## src/rtl/prio_tree_pkg.sv

```systemverilog
package prio_tree_pkg;
  // true when n is a power of two and at least 2
  function automatic bit legal_width(int unsigned n);
    return (n >= 2) && ((n & (n - 1)) == 0);
  endfunction
endpackage

```

## src/rtl/prio_node.sv

```systemverilog
module prio_node (
  input  logic       en_i,
  input  logic [1:0] req_i,
  output logic [1:0] gnt_o,
  output logic       req_up_o
);
  assign gnt_o[1]  = en_i & req_i[1];
  assign gnt_o[0]  = en_i & req_i[0] & ~req_i[1];
  assign req_up_o  = req_i[1] | req_i[0];
endmodule

```

## src/rtl/prio_subtree.sv

```systemverilog
module prio_subtree #(
  parameter int unsigned N_REQ = 4
) (
  input  logic             en_i,
  input  logic [N_REQ-1:0] req_i,
  output logic [N_REQ-1:0] gnt_o,
  output logic             req_up_o
);
  localparam int unsigned HALF = N_REQ / 2;

  generate
    if (N_REQ == 2) begin : g_leaf
      prio_node u_node (
        .en_i    (en_i),
        .req_i   (req_i),
        .gnt_o   (gnt_o),
        .req_up_o(req_up_o)
      );
    end else begin : g_split
      logic [1:0] child_up;
      logic [1:0] child_en;

      prio_subtree #(.N_REQ(HALF)) u_lo (
        .en_i    (child_en[0]),
        .req_i   (req_i[HALF-1:0]),
        .gnt_o   (gnt_o[HALF-1:0]),
        .req_up_o(child_up[0])
      );
      prio_subtree #(.N_REQ(HALF)) u_hi (
        .en_i    (child_en[1]),
        .req_i   (req_i[N_REQ-1:HALF]),
        .gnt_o   (gnt_o[N_REQ-1:HALF]),
        .req_up_o(child_up[1])
      );
      // root grant bits become the children's enables
      prio_node u_root (
        .en_i    (en_i),
        .req_i   (child_up),
        .gnt_o   (child_en),
        .req_up_o(req_up_o)
      );
    end
  endgenerate
endmodule

```

## src/rtl/prio_tree_sel.sv

```systemverilog
module prio_tree_sel
  import prio_tree_pkg::*;
#(
  parameter int unsigned N_REQ = 8
) (
  input  logic             en_i,
  input  logic [N_REQ-1:0] req_i,
  output logic [N_REQ-1:0] gnt_o,
  output logic             req_up_o
);
  initial begin
    if (!legal_width(N_REQ)) $error("N_REQ must be a power of two >= 2");
  end

  prio_subtree #(.N_REQ(N_REQ)) u_tree (
    .en_i    (en_i),
    .req_i   (req_i),
    .gnt_o   (gnt_o),
    .req_up_o(req_up_o)
  );

  always_comb begin
    a_r2_onehot_gnt: assert ($onehot0(gnt_o));
    a_r3_en_low_blocks: assert (en_i || gnt_o == '0);
    a_r6_gnt_within_req: assert ((gnt_o & ~req_i) == '0);
    a_r7_no_req_no_gnt: assert (req_i != '0 || gnt_o == '0);
    a_r1_some_winner: assert (!(en_i && req_i != '0) || gnt_o != '0);
    a_r5_gnt_implies_up: assert (gnt_o == '0 || req_up_o);
  end
endmodule

```

## config.mk

```make
export PLATFORM = sky130hd
export DESIGN_NAME = prio_tree_sel
export DESIGN_NICKNAME = d
export VERILOG_FILES = /design/src/rtl/prio_tree_pkg.sv /design/src/rtl/prio_node.sv /design/src/rtl/prio_subtree.sv /design/src/rtl/prio_tree_sel.sv
export SDC_FILE = /design/constraint.sdc
export NUM_CORES = 1
export LEC_CHECK = 0
export CAP_MARGIN = 20
export CORE_AREA = 2 2 39 41
export DETAILED_ROUTE_END_ITERATION = 8
export DIE_AREA = 0 0 41 43
export PLACE_DENSITY = 0.45
export SYNTH_ARGS = -nofsm -noshare
export SYNTH_HDL_FRONTEND = slang
export SYNTH_SLANG_ARGS = --single-unit
```

## constraint.sdc

```tcl
create_clock -name vclk -period 2
set_input_delay 0.6 -clock vclk [all_inputs]
set_output_delay 0.6 -clock vclk [all_outputs]
set_load 0.05 [all_outputs]
```

# Word-level counts from Yosys, hierarchy flattened
# Cells that the tools add are included.
[totals]
regBits = 0
inputBits = 9
wordCells = 35
[op_classes]
bitwise = 35
[ops]
columns = ["operator", "count"]
rows = [
  ["1-bit AND", 21],
  ["1-bit inverter", 7],
  ["1-bit OR", 7],
]

# Depth between registers and ports, before layout
# Gate-level depths: netlist of the first run.
[depth]
ltp_word = 8
depth_mapped = 2
mapped_depth_nobuf = 2

# Cells and area by module
# From an unflattened synthesis of the first run, not the netlist that was laid out.
[unflattened]
hier_cells = 21
area_unflattened_um2 = 166.4
[modules_own_cells]
columns = ["module", "n_inst", "seq_area_each_um2", "area_per_inst_um2", "cells_each"]
rows = [
  ["prio_node", 7, 0.0, 23.8, 3],
]

# Worst setup path after synthesis of the first run
# No wires, ideal clock.
[synth_path]
path_type = "input -> output"
start = "in req_i[5]"
end = "out gnt_o[2]"
path_stages = 2
arrival_ns = 2.791
required_ns = 1.400
setup_slack_ns = -1.391
path_buffers = 0
cell_sequence = "or4b_4 -> nor4b_1"
[synth_via]
elab_chain_len = 7
[synth_rtl]
columns = ["item", "line", "source"]
rows = [
  ["from (decl)", "prio_tree_sel.sv:7", "input logic [N_REQ-1:0] req_i,"],
  ["1-bit OR (2 in series)", "prio_node.sv:9", "assign req_up_o = req_i[1] | req_i[0];"],
  ["1-bit inverter", "prio_node.sv:8", "assign gnt_o[0] = en_i & req_i[0] & ~req_i[1];"],
  ["1-bit AND", "prio_node.sv:8", ""],
  ["1-bit AND", "prio_node.sv:7", "assign gnt_o[1] = en_i & req_i[1];"],
  ["1-bit AND (2 in series)", "prio_node.sv:8", ""],
  ["to (decl)", "prio_tree_sel.sv:8", "output logic [N_REQ-1:0] gnt_o,"],
]
# Every way passes these cells.

# Final worst setup path of the first run
[layout_path]
start = "in req_i[5]"
end = "out gnt_o[0]"
[layout_via]
elab_chain_len = 8
[layout_rtl]
columns = ["item", "line"]
rows = [
  ["1-bit OR (2 in series)", "prio_node.sv:9"],
  ["1-bit inverter", "prio_node.sv:8"],
  ["1-bit AND (5 in series)", "prio_node.sv:8"],
]
# Every way passes these cells.

==> results of run 1 <==
through the flow:
| step | area (um^2) | util | instances | total power, W |
|---|---|---|---|---|
| after floorplan | 169 | - | 13 | 0.0000246 |
| after global placement | 484 | 0.350 | 52 | 0.0000737 |
| after detailed placement | 484 | 0.350 | 52 | 0.0000743 |
| after CTS | 502 | 0.363 | 53 | 0.0000756 |
| after global routing | 520 | 0.376 | 54 | 0.0000813 |
| final | 520 | 0.376 | 54 | 0.0000766 |
cell families after synthesis:
logic type | Yosys count | synth area share
and+or+nand+nor | 13 | 1.00
layer usage:
metal | vias up | global-route usage
met3 | 0 | 0.0105
li1 | 108 | -
met4 | 0 | 0
met1 | 98 | 0.133
met2 | 18 | 0.116
met5 | - | 0
path summary, 6_finish.rpt:
check | slack, ns | to | from
worst max-delay path | -0.36 | gnt_o[0] | req_i[5]
worst min-delay path | 1.47 | gnt_o[2] | req_i[3]
area by class of cell:
cell class | count | area, um^2 | area share
timing repair buffer | 25 | 313 | 0.601
tap | 16 | 20.0 | 0.0385
multi-input combinational | 13 | 188 | 0.361
cell usage in the layout, fill, tap and decap left out:
cell	n
and3b_1	1
buf_12	8
dlygate4sd2_1	1
nor4bb_4	1
dlymetal6s2s_1	1
nor3_4	1
buf_8	2
buf_6	3
buf_2	3
and3_4	1
nor3b_2	1
and2_1	1
or3_4	1
buf_4	7
or3b_4	1
nor3_2	1
nor4b_4	2
or4b_4	2
power groups by stage:
stage	clock (W)	combinational, W	sequential [W]
2_1_floorplan	0	0.0000246	0
4_1_cts	0	0.0000756	0
6_report	0	0.0000766	0
5_1_grt	0	0.0000813	0
3_5_place_dp	0	0.0000743	0
3_3_place_gp	0	0.0000737	0
cell usage after synthesis:
| cell type | count |
|---|---|
| nor3_1 | 2 |
| and2_1 | 1 |
| and3_1 | 1 |
| and3b_1 | 1 |
| nor3b_1 | 1 |
| nor4b_1 | 1 |
| nor4b_2 | 1 |
| nor4bb_1 | 1 |
| or3_1 | 1 |
| or3b_2 | 1 |
| or4b_1 | 1 |
| or4b_4 | 1 |
worst max-delay path, delay by kind of cell:
kind / cells / cell delay (ns)
and+or+nand+nor: 2 / 0.88
buffers and inverters: 2 / 0.27
repair_timing:
item,4_1_cts,5_1_grt
cloned,0,0
setup endpoints to repair,9,6
pin swaps,4,2
setup buffers,1,1
resized for setup,39,3
==> run metrics, run 1 <==
crit path max fanout 4; Unique masters post-synth 12; filler cell count 140; setup TNS -1.69 ns; Clk pwr share 0; Final min period 2.36 ns; sequential cell count 0; Syn Area/Cell 8.57 um^2; pwr/cell area 147 mW/mm^2; failing checks negative setup slack; layout cells sized above 1 0.895; die area 0.00176 mm^2; met2 wire length 284 um; Worst-Margin Slew 0.280 ns; Pint 0.0000432 W; initial antenna violation count 0; metal1 wirelength 255 um; Setup crit end kind primary output; Switching Fraction 0.436; final slew viol count 0; Worst Setup Start Kind input port; core area 0.00138 mm^2; vias 224; register area 0 um^2; DP Worst Slack -0.866 ns; routed wire length per instance 11.6 um; Synth area leader nor4b_2; CP Data Required Time 1.40 ns; synthesis-to-layout area growth 367%; worst hold path stage count 3; Rel. slew slack 0.813; max-cap viol count 0; Post-Syn Area 111 um^2; Slowest cell on crit path or4b_4; CP arrival 1.76 ns; Peak VDD IR 0.0854 mV; worst hold slack 1.47 ns; Gate power share 1.000; Layout Nets 49; DIE WIDTH 41 um; Congestion Overflow GR 0; FMAX 0.424 GHz; Total Routing Usage GR 0.0809; P_leak 0.229 nW; antenna diode count 0; share of the synthesized area in the top cell type 0.135; Synth Instances 13; Syn Nets 22; CLK BUF 0; WS Path Type input port to primary output; status finished, violations left; first-pass GRT wire length 1030 um; Worst Hold Class input port to primary output; met3 WL 87 um; Final ANT Viol Nets 0; Detailed Routing Iterations Pass 1 1; port bufs 18; # DRC 0; Reg power frac 0; hold buffer count at cts 0; RePlAce Congestion 0.589; post-DP HPWL 573 um; Vias/cell 4.15; Seq/Total Area, Yosys 0; CP max stage delay 0.58 ns; IO Count 18; Final period util 1.18; RSZ-0062 raised after global routing true; vias in the first global route 243; worst path cell trace buf_6 > or4b_4 > nor4b_4 > buf_12; total wire length 627 um; top post-synthesis cells by area nor4b_2 (13%), or4b_4 (12%), nor3_1 (9.0%); row count 14; Hold Vio Cnt, Final 0; final setup vio count 5; largest net degree at the start of global routing 6; violation count after the first detailed-routing iteration 0; sw power 0.0000334 W; Initial Util 0.0805; DR top layer met3; Syn. warnings 0; die height 43 um; fin worst setup slack -0.359 ns
Power figures use the tool's default switching activity.
==> inputs of run 2 (changes only) <==
- TNS_END_PERCENT: default -> 30
==> run metrics, run 2 (same netlist as run 1, synthesis figures left out) <==
status finished, violations left; synthesis-to-layout area growth 372%; pwr/cell area 149 mW/mm^2 (+1.1%); Rel. slew slack 0.816 (+0.00311); die height 43 um (unchanged); violation count after the first detailed-routing iteration 0 (unchanged); FMAX 0.426 GHz (+0.45%); sequential cell count 0 (unchanged); # DRC 0 (unchanged); row count 14 (unchanged); max-cap viol count 0 (unchanged); WS Path Type input port to primary output; Initial Util 0.0805 (unchanged); die area 0.00176 mm^2 (unchanged); IO Count 18 (unchanged); RSZ-0062 raised after global routing true; DIE WIDTH 41 um (unchanged); most common cell after layout, fill and taps aside buf_12; Setup crit end kind primary output; port bufs 18 (unchanged); Total Routing Usage GR 0.0749 (-0.00599); CLK BUF 0 (unchanged); CP arrival 1.75 ns (about the same); Worst-Margin Slew 0.276 ns (-0.00390 ns); worst hold slack 1.57 ns (+0.0945 ns); fin worst setup slack -0.348 ns (+0.0105 ns); Congestion Overflow GR 0 (unchanged); register area 0 um^2 (unchanged); RePlAce Congestion 0.718 (+22%); final slew viol count 0 (unchanged); Worst Setup Start Kind input port; final setup vio count 5 (unchanged); dpl cells 55 (+5.8%); Final ANT Viol Nets 0 (unchanged); Final Instance Count excl. Fillers 55 (+1.9%); DP Worst Slack -0.755 ns (+0.111 ns); post-DP HPWL 567 um (-1.1%); Hold Vio Cnt, Final 0 (unchanged); antenna diode count 0 (unchanged); Peak VDD IR 0.0612 mV (-28%); multi-input logic area 185 um^2 (-1.3%); first-pass GRT wire length 979 um (-4.8%); filler cell count 141 (+0.71%); initial antenna violation count 0 (unchanged); Detailed Routing Iterations Pass 1 1 (unchanged); crit path max fanout 4 (unchanged); Final min period 2.35 ns (-0.0105 ns); total wire length 596 um (-4.9%); core area 0.00138 mm^2 (unchanged); Final period util 1.17 (-0.00524); routed wire length per instance 10.8 um (-6.7%); Vias/cell 4.15 (about the same); layout cells sized above 1 0.897 (+0.00270); hold buffer count at cts 0 (unchanged); Worst Hold Class input port to primary output; most frequent cells in the layout buf_12 (8), buf_4 (7), buf_6 (5); largest net degree at the start of global routing 6 (unchanged); Layout Nets 50 (+2.0%); vias in the first global route 228 (-6.2%); CP Data Required Time 1.40 ns (about the same); P_leak 0.229 nW (-0.13%); failing checks negative setup slack; vias 228 (+1.8%)
## run 2: cell types whose count changed in the layout (fill, tap and decap cells not counted)
cell / change
or3b_2: +1
buf_6: +2
buf_8: -1
or3b_4: -1
## run 2: per-stage QoR
step / utilization / instance area [um^2] / power, W / TNS, ns
after global routing: 0.380 / 526 / 0.0000832 / -1.89
final: 0.380 / 526 / 0.0000782 / -1.66
after global placement: 0.354 / 489 / 0.0000745 / -4.59
after floorplan: - / 151 / 0.0000225 / -2.39
after CTS: 0.363 / 502 / 0.0000752 / -2.00
after detailed placement: 0.354 / 489 / 0.0000750 / -4.69
## run 2: cell type report
cell class | instances | share of cell area
Tap cell | 16 | 0.0381
Timing Repair Buffer | 26 | 0.610
Multi-Input combinational cell | 13 | 0.352
## run 2: final timing paths
path,start,endpoint,slack (ns),cells after the start
setup / recovery,req_i[7],gnt_o[2],-0.35,4
hold / removal,req_i[3],gnt_o[2],1.57,4
## run 2: timing repair
item / CTS / global route
pin swaps: 5 / 1
resized for setup: 38 / 5
setup endpoints to repair: 9 / 7
buffers inserted: 0 / 0
## run 2: critical path, stage by stage
cell     delay [ns]
buf_6          0.09
or4b_4         0.59
nor4b_4        0.29
buf_12         0.18
## run 2: where the power goes
part	internal [W]	leakage [nW]	switching (W)
Sequential	0	0	0
Combinational	0.0000447	0.229	0.0000335
Clock	0	0	0
Total	0.0000447	0.229	0.0000335
## run 2: layer usage
| layer | routed length, um | vias to the layer above | GRT usage |
|---|---|---|---|
| li1 | - | 108 | - |
| met1 | 248 | 102 | 0.114 |
| met2 | 266 | 18 | 0.116 |
| met3 | 82 | 0 | 0.0105 |
| met4 | 0 | 0 | 0 |
| met5 | 0 | - | 0 |
==> inputs of run 3 (changes only) <==
- SKIP_LAST_GASP: default -> 1
==> run metrics, run 3 (same netlist as run 1, synthesis figures left out) <==
initial antenna violation count 0 (unchanged); multi-input logic area 160 um^2 (-14%); Final Power 0.0000725 W (-7.3%); largest net degree at the start of global routing 6 (unchanged); CP arrival 1.75 ns (about the same); Worst-Margin Slew 0.379 ns (+0.103 ns); die area 0.00176 mm^2 (unchanged); Layout Nets 50 (unchanged); most frequent cells in the layout buf_12 (8), buf_4 (8), buf_6 (4); Detailed Routing Iterations Pass 1 2 (+1); CLK BUF 0 (unchanged); setup repair bufs after CTS 0 (unchanged); total wire length 573 um (-3.9%); Final min period 2.35 ns (+0.00180 ns); post-DP HPWL 567 um (unchanged); Hold Vio Cnt, Final 0 (unchanged); RSZ-0062 raised after global routing true; vias 224 (-1.8%); Peak VDD IR 0.0591 mV (-3.3%); P_leak 0.208 nW (-9.0%); crit path max fanout 4 (unchanged); max-cap viol count 0 (unchanged); die height 43 um (unchanged); violation count after the first detailed-routing iteration 1 (+1); Final period util 1.18 (about the same); fin worst setup slack -0.350 ns (-0.00180 ns); Congestion Overflow GR 0 (unchanged); Setup crit end kind primary output; routed wire length per instance 10.4 um (-3.9%); core area 0.00138 mm^2 (unchanged); RePlAce Congestion 0.718 (unchanged); post-layout util 0.357 (-0.0226); CP Data Required Time 1.40 ns (about the same); status finished, violations left; DIE WIDTH 41 um (unchanged); Worst Hold Class input port to primary output; dpl cells 55 (unchanged); antenna diode count 0 (unchanged); vias in the first global route 216 (-5.3%); sequential cell count 0 (unchanged); Rel. slew slack 0.744 (-0.0717); port bufs 18 (unchanged); Final ANT Viol Nets 0 (unchanged); row count 14 (unchanged); Worst Setup Start Kind input port; DP Worst Slack -0.755 ns (unchanged); pwr/cell area 147 mW/mm^2 (-1.4%); register area 0 um^2 (unchanged); final setup vio count 7 (+2); worst hold slack 1.57 ns (+0.000300 ns); WS Path Type input port to primary output; Final Instance Count excl. Fillers 55 (unchanged); Vias/cell 4.07 (-1.8%); final slew viol count 0 (unchanged); FMAX 0.426 GHz (about the same); filler cell count 145 (+2.8%); failing checks negative setup slack; first-pass GRT wire length 917 um (-6.3%); Total Routing Usage GR 0.0699 (-0.00500); Initial Util 0.0805 (unchanged); IO Count 18 (unchanged); # DRC 0 (unchanged); synthesis-to-layout area growth 344%; layout cells sized above 1 0.846 (-0.0513)
[run 3: worst paths after layout]
| path | startpoint | end | slack (ns) | cells past startpoint |
|---|---|---|---|---|
| max | req_i[7] | gnt_o[2] | -0.35 | 4 |
| min | req_i[3] | gnt_o[2] | 1.57 | 4 |
[run 3: worst max-delay path, cell delays in order]
cell,delay [ns]
buf_6,0.09
or4b_4,0.59
nor4b_4,0.29
buf_12,0.18
[run 3: routing by layer]
layer  vias to the layer above  part of all wire  GRT usage
met2                        18              0.41      0.103
li1                        108                 -          -
met3                         0              0.15     0.0105
met4                         0                 0          0
met5                         -                 0          0
met1                        98              0.45      0.111
[run 3: repair_timing]
| item | in CTS | in global routing |
|---|---|---|
| setup endpoints to repair | 9 | 7 |
| hold buffers | 0 | 0 |
| gates cloned | 0 | 0 |
| endpoints found under the hold margin | 0 | 0 |
| resized for setup | 36 | 1 |
| pin swaps | 5 | 1 |
[run 3: area by class of cell]
cell class / instances / area share
multi-input cells: 13 / 0.324
well taps: 16 / 0.0405
repair buffers: 26 / 0.635
[run 3: power breakdown]
part	leakage [nW]	switching, W	internal [W]
Clock	0	0	0
Combinational	0.208	0.0000305	0.0000421
Sequential	0	0	0
[run 3: through the flow]
step / TNS [ns] / instance area [um^2]
2_1_floorplan: -2.39 / 151
3_3_place_gp: -4.59 / 489
3_5_place_dp: -4.69 / 489
4_1_cts: -2.08 / 488
5_1_grt: -2.23 / 494
6_report: -1.90 / 494
